===== src/rtl/ilv_pkg.sv =====
package ilv_pkg;

   typedef enum logic [1:0] {
      FS_IDLE    = 2'd0,
      FS_ISSUE   = 2'd1,
      FS_COLLECT = 2'd2
   } fill_state_t;

   function automatic bit is_pow2(input int unsigned v);
      return (v != 0) && ((v & (v - 1)) == 0);
   endfunction

endpackage


===== src/rtl/ilv_bank_timer.sv =====
module ilv_bank_timer #(
   parameter int unsigned NBANK      = 4,
   parameter int unsigned BANK_CYCLE = 10
) (
   input  logic             clk,
   input  logic             rst_n,
   input  logic [NBANK-1:0] issue,
   output logic [NBANK-1:0] free
);
   localparam int unsigned TW = (BANK_CYCLE > 1) ? $clog2(BANK_CYCLE) : 1;

   genvar b;
   generate
      if (BANK_CYCLE <= 1) begin : g_no_wait
         assign free = '1;
      end else begin : g_countdown
         for (b = 0; b < NBANK; b++) begin : g_bank
            logic [TW-1:0] remain;

            always_ff @(posedge clk or negedge rst_n) begin
               if (!rst_n) begin
                  remain <= '0;
               end else if (issue[b]) begin
                  remain <= TW'(BANK_CYCLE - 1);
               end else if (remain != '0) begin
                  remain <= remain - 1'b1;
               end
            end

            assign free[b] = (remain == '0);

            // a bank is never started while its cycle time is running
            assert_issue_when_free_R3: assert property (
               @(posedge clk) disable iff (!rst_n)
               issue[b] |-> free[b]);

            // right after a start the bank reports busy
            assert_busy_after_issue_R3: assert property (
               @(posedge clk) disable iff (!rst_n)
               issue[b] |=> !free[b]);
         end
      end
   endgenerate

endmodule


===== src/rtl/ilv_word_buffer.sv =====
module ilv_word_buffer #(
   parameter int unsigned NBANK  = 4,
   parameter int unsigned DATA_W = 32
) (
   input  logic                    clk,
   input  logic                    rst_n,
   input  logic                    clear,
   input  logic [NBANK-1:0]        rvalid,
   input  logic [NBANK*DATA_W-1:0] rdata,
   output logic [NBANK-1:0]        filled,
   output logic [NBANK*DATA_W-1:0] words
);

   genvar b;
   generate
      for (b = 0; b < NBANK; b++) begin : g_slot
         always_ff @(posedge clk or negedge rst_n) begin
            if (!rst_n) begin
               filled[b]                  <= 1'b0;
               words[b*DATA_W +: DATA_W]  <= '0;
            end else if (clear) begin
               filled[b]                  <= 1'b0;
            end else if (rvalid[b]) begin
               filled[b]                  <= 1'b1;
               words[b*DATA_W +: DATA_W]  <= rdata[b*DATA_W +: DATA_W];
            end
         end

         // each bank answers once per fill, so no slot is overwritten
         assert_no_overwrite_R1: assert property (
            @(posedge clk) disable iff (!rst_n)
            (rvalid[b] && !clear) |-> !filled[b]);
      end
   endgenerate

endmodule


===== src/rtl/ilv_word_seq.sv =====
module ilv_word_seq #(
   parameter int unsigned NBANK  = 4,
   parameter int unsigned DATA_W = 32,
   localparam int unsigned IW    = $clog2(NBANK)
) (
   input  logic                    clk,
   input  logic                    rst_n,
   input  logic                    active,
   input  logic [NBANK-1:0]        filled,
   input  logic [NBANK*DATA_W-1:0] words,
   output logic                    out_valid,
   output logic [DATA_W-1:0]       out_data,
   output logic [IW-1:0]           out_idx,
   output logic                    last_emit
);
   localparam logic [IW-1:0] LAST_IDX = IW'(NBANK - 1);

   logic [IW-1:0] nxt;
   logic          emit;

   assign emit      = active && filled[nxt];
   assign last_emit = emit && (nxt == LAST_IDX);

   always_ff @(posedge clk or negedge rst_n) begin
      if (!rst_n) begin
         nxt       <= '0;
         out_valid <= 1'b0;
         out_data  <= '0;
         out_idx   <= '0;
      end else begin
         out_valid <= emit;
         if (emit) begin
            out_data <= words[nxt*DATA_W +: DATA_W];
            out_idx  <= nxt;
            nxt      <= (nxt == LAST_IDX) ? '0 : nxt + 1'b1;
         end else if (!active) begin
            nxt      <= '0;
         end
      end
   end

   // inside a block the word index steps by one between adjacent words
   assert_idx_ascending_R4: assert property (
      @(posedge clk) disable iff (!rst_n)
      (out_valid && $past(out_valid) && out_idx != '0) |->
         (out_idx == IW'($past(out_idx) + 1'b1)));

   // once a block has started, its next word follows in the next cycle
   assert_no_gap_R4: assert property (
      @(posedge clk) disable iff (!rst_n)
      (out_valid && out_idx != LAST_IDX) |=> out_valid);

endmodule


===== src/rtl/ilv_fill_ctrl.sv =====
module ilv_fill_ctrl
   import ilv_pkg::*;
#(
   parameter int unsigned NBANK      = 4,
   parameter int unsigned DATA_W     = 32,
   parameter int unsigned ROW_W      = 8,
   parameter int unsigned BANK_CYCLE = 10,
   parameter int unsigned CNT_W      = 8,
   localparam int unsigned IW        = $clog2(NBANK)
) (
   input  logic                    clk,
   input  logic                    rst_n,
   input  logic                    req_valid,
   output logic                    req_ready,
   input  logic [ROW_W-1:0]        req_blk,
   output logic [NBANK-1:0]        bank_req,
   output logic [ROW_W-1:0]        bank_row,
   input  logic [NBANK-1:0]        bank_rvalid,
   input  logic [NBANK*DATA_W-1:0] bank_rdata,
   output logic                    out_valid,
   output logic [DATA_W-1:0]       out_data,
   output logic [IW-1:0]           out_idx,
   output logic                    fill_done,
   output logic [CNT_W-1:0]        fill_cycles
);

   generate
      if (!is_pow2(NBANK) || NBANK < 2) begin : g_bad_nbank
         $error("ilv_fill_ctrl: NBANK must be a power of two, at least 2");
      end
      if (DATA_W < 1 || ROW_W < 1) begin : g_bad_width
         $error("ilv_fill_ctrl: DATA_W and ROW_W must be positive");
      end
      if (CNT_W < 5) begin : g_bad_cnt
         $error("ilv_fill_ctrl: CNT_W too narrow for a fill length");
      end
   endgenerate

   fill_state_t      state;
   logic [ROW_W-1:0] blk_q;
   logic [CNT_W-1:0] cyc_cnt;
   logic [NBANK-1:0] bank_free;
   logic [NBANK-1:0] issue_vec;
   logic [NBANK-1:0] filled;
   logic [NBANK*DATA_W-1:0] words;
   logic             accept;
   logic             issue_fire;
   logic             last_emit;

   assign req_ready  = (state == FS_IDLE);
   assign accept     = req_valid && req_ready;
   assign issue_fire = (state == FS_ISSUE) && (&bank_free);
   assign issue_vec  = {NBANK{issue_fire}};
   assign bank_row   = blk_q;

   always_ff @(posedge clk or negedge rst_n) begin
      if (!rst_n) begin
         state <= FS_IDLE;
         blk_q <= '0;
      end else begin
         case (state)
            FS_IDLE: begin
               if (req_valid) begin
                  state <= FS_ISSUE;
                  blk_q <= req_blk;
               end
            end
            FS_ISSUE: begin
               if (&bank_free) state <= FS_COLLECT;
            end
            FS_COLLECT: begin
               if (last_emit) state <= FS_IDLE;
            end
            default: state <= FS_IDLE;
         endcase
      end
   end

   always_ff @(posedge clk or negedge rst_n) begin
      if (!rst_n) begin
         bank_req <= '0;
      end else begin
         bank_req <= issue_vec;
      end
   end

   always_ff @(posedge clk or negedge rst_n) begin
      if (!rst_n) begin
         cyc_cnt     <= '0;
         fill_cycles <= '0;
         fill_done   <= 1'b0;
      end else begin
         fill_done <= last_emit;
         if (accept) begin
            cyc_cnt <= '0;
         end else if (state != FS_IDLE) begin
            cyc_cnt <= cyc_cnt + 1'b1;
         end
         if (last_emit) begin
            fill_cycles <= cyc_cnt + 1'b1;
         end
      end
   end

   ilv_bank_timer #(
      .NBANK      (NBANK),
      .BANK_CYCLE (BANK_CYCLE)
   ) timer_i (
      .clk   (clk),
      .rst_n (rst_n),
      .issue (issue_vec),
      .free  (bank_free)
   );

   ilv_word_buffer #(
      .NBANK  (NBANK),
      .DATA_W (DATA_W)
   ) buffer_i (
      .clk    (clk),
      .rst_n  (rst_n),
      .clear  (accept),
      .rvalid (bank_rvalid),
      .rdata  (bank_rdata),
      .filled (filled),
      .words  (words)
   );

   ilv_word_seq #(
      .NBANK  (NBANK),
      .DATA_W (DATA_W)
   ) seq_i (
      .clk       (clk),
      .rst_n     (rst_n),
      .active    (state == FS_COLLECT),
      .filled    (filled),
      .words     (words),
      .out_valid (out_valid),
      .out_data  (out_data),
      .out_idx   (out_idx),
      .last_emit (last_emit)
   );

   // banks are always started together
   assert_all_banks_R2: assert property (
      @(posedge clk) disable iff (!rst_n)
      (bank_req != '0) |-> (&bank_req));

   // the start is a single-cycle pulse
   assert_req_pulse_R2: assert property (
      @(posedge clk) disable iff (!rst_n)
      (bank_req != '0) |=> (bank_req == '0));

   // no new request is taken while words of a block are still pending
   assert_ready_low_R6: assert property (
      @(posedge clk) disable iff (!rst_n)
      (out_valid && !fill_done) |-> !req_ready);

   // the done pulse comes with the last word of the block
   assert_done_last_R7: assert property (
      @(posedge clk) disable iff (!rst_n)
      fill_done |-> (out_valid && out_idx == IW'(NBANK - 1)));

endmodule


===== config.mk =====
export PLATFORM = sky130hd
export DESIGN_NAME = ilv_fill_ctrl
export DESIGN_NICKNAME = d
export VERILOG_FILES = /design/src/rtl/ilv_pkg.sv /design/src/rtl/ilv_bank_timer.sv /design/src/rtl/ilv_word_buffer.sv /design/src/rtl/ilv_word_seq.sv /design/src/rtl/ilv_fill_ctrl.sv
export SDC_FILE = /design/constraint.sdc
export NUM_CORES = 1
export LEC_CHECK = 0
export ABC_AREA = 0
export BUFFER_PORTS_ARGS = -buffer_cell sky130_fd_sc_hd__buf_4
export CAP_MARGIN = 25
export CORE_MARGIN = 3
export CORE_UTILIZATION = 45
export CTS_CLUSTER_DIAMETER = 60
export DETAILED_ROUTE_END_ITERATION = 8
export PLACE_DENSITY = 0.76
export RECOVER_POWER = 25
export SLEW_MARGIN = 10
export SYNTH_ARGS = -nofsm -noshare
export SYNTH_HDL_FRONTEND = slang
export SYNTH_SLANG_ARGS = --single-unit

===== constraint.sdc =====
create_clock -name clk -period 2.32 [get_ports clk]
set_input_delay 0.348 -clock clk [delete_from_list [all_inputs] [get_ports clk]]
set_output_delay 0.348 -clock clk [all_outputs]
set_load 0.02 [all_outputs]

==> out/results.ini <==
[pwr]
power_density_nw_per_um2=1140
internal_power_mw=9.35
p_sw_frac=0.298
power_leakage_nw=5.31
combPwrFrac=0.296
power.total_mw=13.3
seqPwrFrac=0.423
ir_drop_uv=965
power.clock.fraction=0.281
power_switching_mw=3.96

[detailed_routing]
drc_errors=0
dr.pass1.iters=4
wirelength_mm=20.9
vias=5603
wl_per_cell_um=19.5
final_antenna_net_count=0
drt_iter0_markers=128
route.detailed.vias_per_inst=5.22

[worst_setup_path]
path_max_fanout=9
critPathLaunchType=flop
path_class=reg2reg
worstPathRequired_ps=2690
critPathCaptureType=flop
critPathArrivalTime_ps=2360
worstRegToRegCells=7

[cts]
cts_tree=yes
ctsRootBufferMaster=clkbuf_16
cts_made_buffers=24
worstSkewPairLatency_ps=510
clockBufferDepth=3
cts_setup_buffers=0
path_clk_slew_ps=60
htreeDepth=1
clock-sinks=213

[finish]
final_cell_mix=dfrtp_1, buf_4, mux2_2
final_util=0.593
fillers=1532
multi_input_area_um2=3540
regArea_um2=5330
layout-drive-gt1-share=0.567
nNetsFinal=942
antenna_cells=0
layout_commonest_cell=dfrtp_1
synthToLayoutAreaGrowth_pct=27.9

[timing]
setup_tns_ps=0
hold_viol_final=0
fin_worst_skew_ps=14.9
fin_crit_sh=0.861
worst-slew-pin-transition_ps=1210
finalMaxSlewViolations=0
min_period_ps=2000
fmaxAchievable_mhz=501
slew_headroom=0.192
rsz0062_at_grt=false
setup_violations=0

[placed_design]
hpwl_mm=14.4
gp_congestion=0.805
port_buffers=199

[floorplan]
fp.dieArea_um2=22100
chipWidth_um=149
row_count=51
initial_core_util=0.464
core_um2=19700
ios=200
die_y_um=149

[global_routing]
grt_remaining_overflow=0
grt_max_degree=64
grt_pass1_wl_mm=33.6
grt_usage=0.192
antenna_found_initial=0
first_global_vias=6443

[yosys]
yosys_warnings=0
async_flop_share=1.00
ys_ff_latch=213
synth_area_per_cell_um2=15.7
synth_edf_count=0
yosysSeqAreaShare=0.583
syn_inst=582
synth_fp_nets=731
synth_cell_type_count=42
synth-main-ff-cell=dfrtp_1
syn_area_um2=9150

[hold_path]
hold_class=in2reg
hold_path_depth=2

[status]
status=completed

[run]
cap_violations=0

cell type report:
type | instances | area share
clock buffers | 34 | 0.0597
repair buffers | 216 | 0.141
clock inverters | 7 | 0.00823
inverters | 13 | 0.00428
flip-flops and latches | 213 | 0.456
multi-input cells | 325 | 0.303
well taps | 265 | 0.0283
flip-flops by register name, summed over array words and instances, names as in the netlist:
name	flops
seq_i.out_idx	2
seq_i.nxt	2
bank_row	8
seq_i.out_valid	1
fill_done	1
state	2
bank_req	1
fill_cycles	8
timer_i.g_countdown.g_bank.remain	16
buffer_i.words	128
seq_i.out_data	32
buffer_i.filled	4
cyc_cnt	8
stage by stage:
step | hold slack, ps | cells | worst slack (ps) | cell area (um2)
2_1_floorplan | 52.4 | 582 | 521 | 9150
3_3_place_gp | 314 | 1031 | 454 | 10900
3_5_place_dp | 321 | 1031 | 354 | 10900
4_1_cts | 45.2 | 1073 | 338 | 11700
5_1_grt | 46.4 | 1073 | 194 | 11700
6_report | 67.8 | 1073 | 323 | 11700
cells in the mapped netlist, types with 2 or more instances:
cell type  number  share of area
dfrtp_1       213           0.58
mux2_2        142           0.17
mux4_2         33          0.081
nand2_1        20         0.0082
o21ai_0        19          0.010
mux2_4         18          0.030
buf_4          16          0.013
inv_1          12         0.0049
mux2_1         11          0.014
nor2_1         10         0.0041
nand3_1         8         0.0044
ha_1            6         0.0082
xnor2_1         6         0.0057
buf_2           5         0.0027
clkbuf_1        5         0.0021
nor3_1          5         0.0027
a211o_1         4         0.0038
a211oi_1        4         0.0033
mux2i_1         4         0.0044
o21a_1          4         0.0033
xor2_1          4         0.0038
buf_12          3         0.0066
o31ai_1         3         0.0025
a31oi_1         2         0.0014
and3_1          2         0.0014
nand2b_1        2         0.0014
nand3b_1        2         0.0016
nor2b_1         2         0.0014
or3_1           2         0.0014
or3b_1          2         0.0019
or3b_2          2         0.0019
critical path: stages (launching register included):
cell      delay, ps
dfrtp_1         390
inv_1            80
ha_1            200
or3b_1          480
nor4_4          330
nand2b_2        150
clkinv_2        150
a211oi_1         70
final timing paths:
kind                                                               from                                 endpoint  slack (ps)
worst max register to register  timer_i.g_countdown.g_bank[3].remain[0]  timer_i.g_countdown.g_bank[1].remain[1]         320
worst max-delay path            timer_i.g_countdown.g_bank[3].remain[0]  timer_i.g_countdown.g_bank[1].remain[1]         320
worst min register to register                       seq_i.out_data[28]                       seq_i.out_data[28]         490
max in group asynchronous                                         rst_n                       buffer_i.words[36]         540
worst min-delay path                                     bank_rdata[81]                       buffer_i.words[81]          70
min in group asynchronous                                         rst_n                               cyc_cnt[1]         630
power by group through the flow:
stage,logic [mW],clock network (mW),registers (mW)
after floorplan,2.07,0,5.97
final,3.94,3.74,5.63
after CTS,4.01,3.83,5.64
after global routing,4.26,4.00,5.78
after detailed placement,3.98,0,5.68
after global placement,3.85,0,5.58
cells by family after synthesis:
group                    Yosys count  synth area share
AO/OA/AOI/OAI                     40            0.0278
XOR/XNOR                          10           0.00957
adder cells (fa/ha/maj)            6           0.00820
buffers and inverters             44            0.0316
flip-flops                       213             0.583
multiplexers                     208             0.303
AND/OR/NAND/NOR                   61            0.0369
what timing repair did:
item | 4_1_cts | 5_1_grt
hold buffers | 1 | 0
hold endpoints to repair | 44 | 0
gates resized for setup | 0 | 0
routing by layer:
metal / up-vias / global-route usage / share of wire
met4: 0 / 0.0591 / 0.027
li1: 2526 / - / -
met5: - / 0 / 0
met3: 37 / 0.0402 / 0.059
met2: 170 / 0.336 / 0.51
met1: 2870 / 0.240 / 0.40
Power figures use the tool's default switching activity.
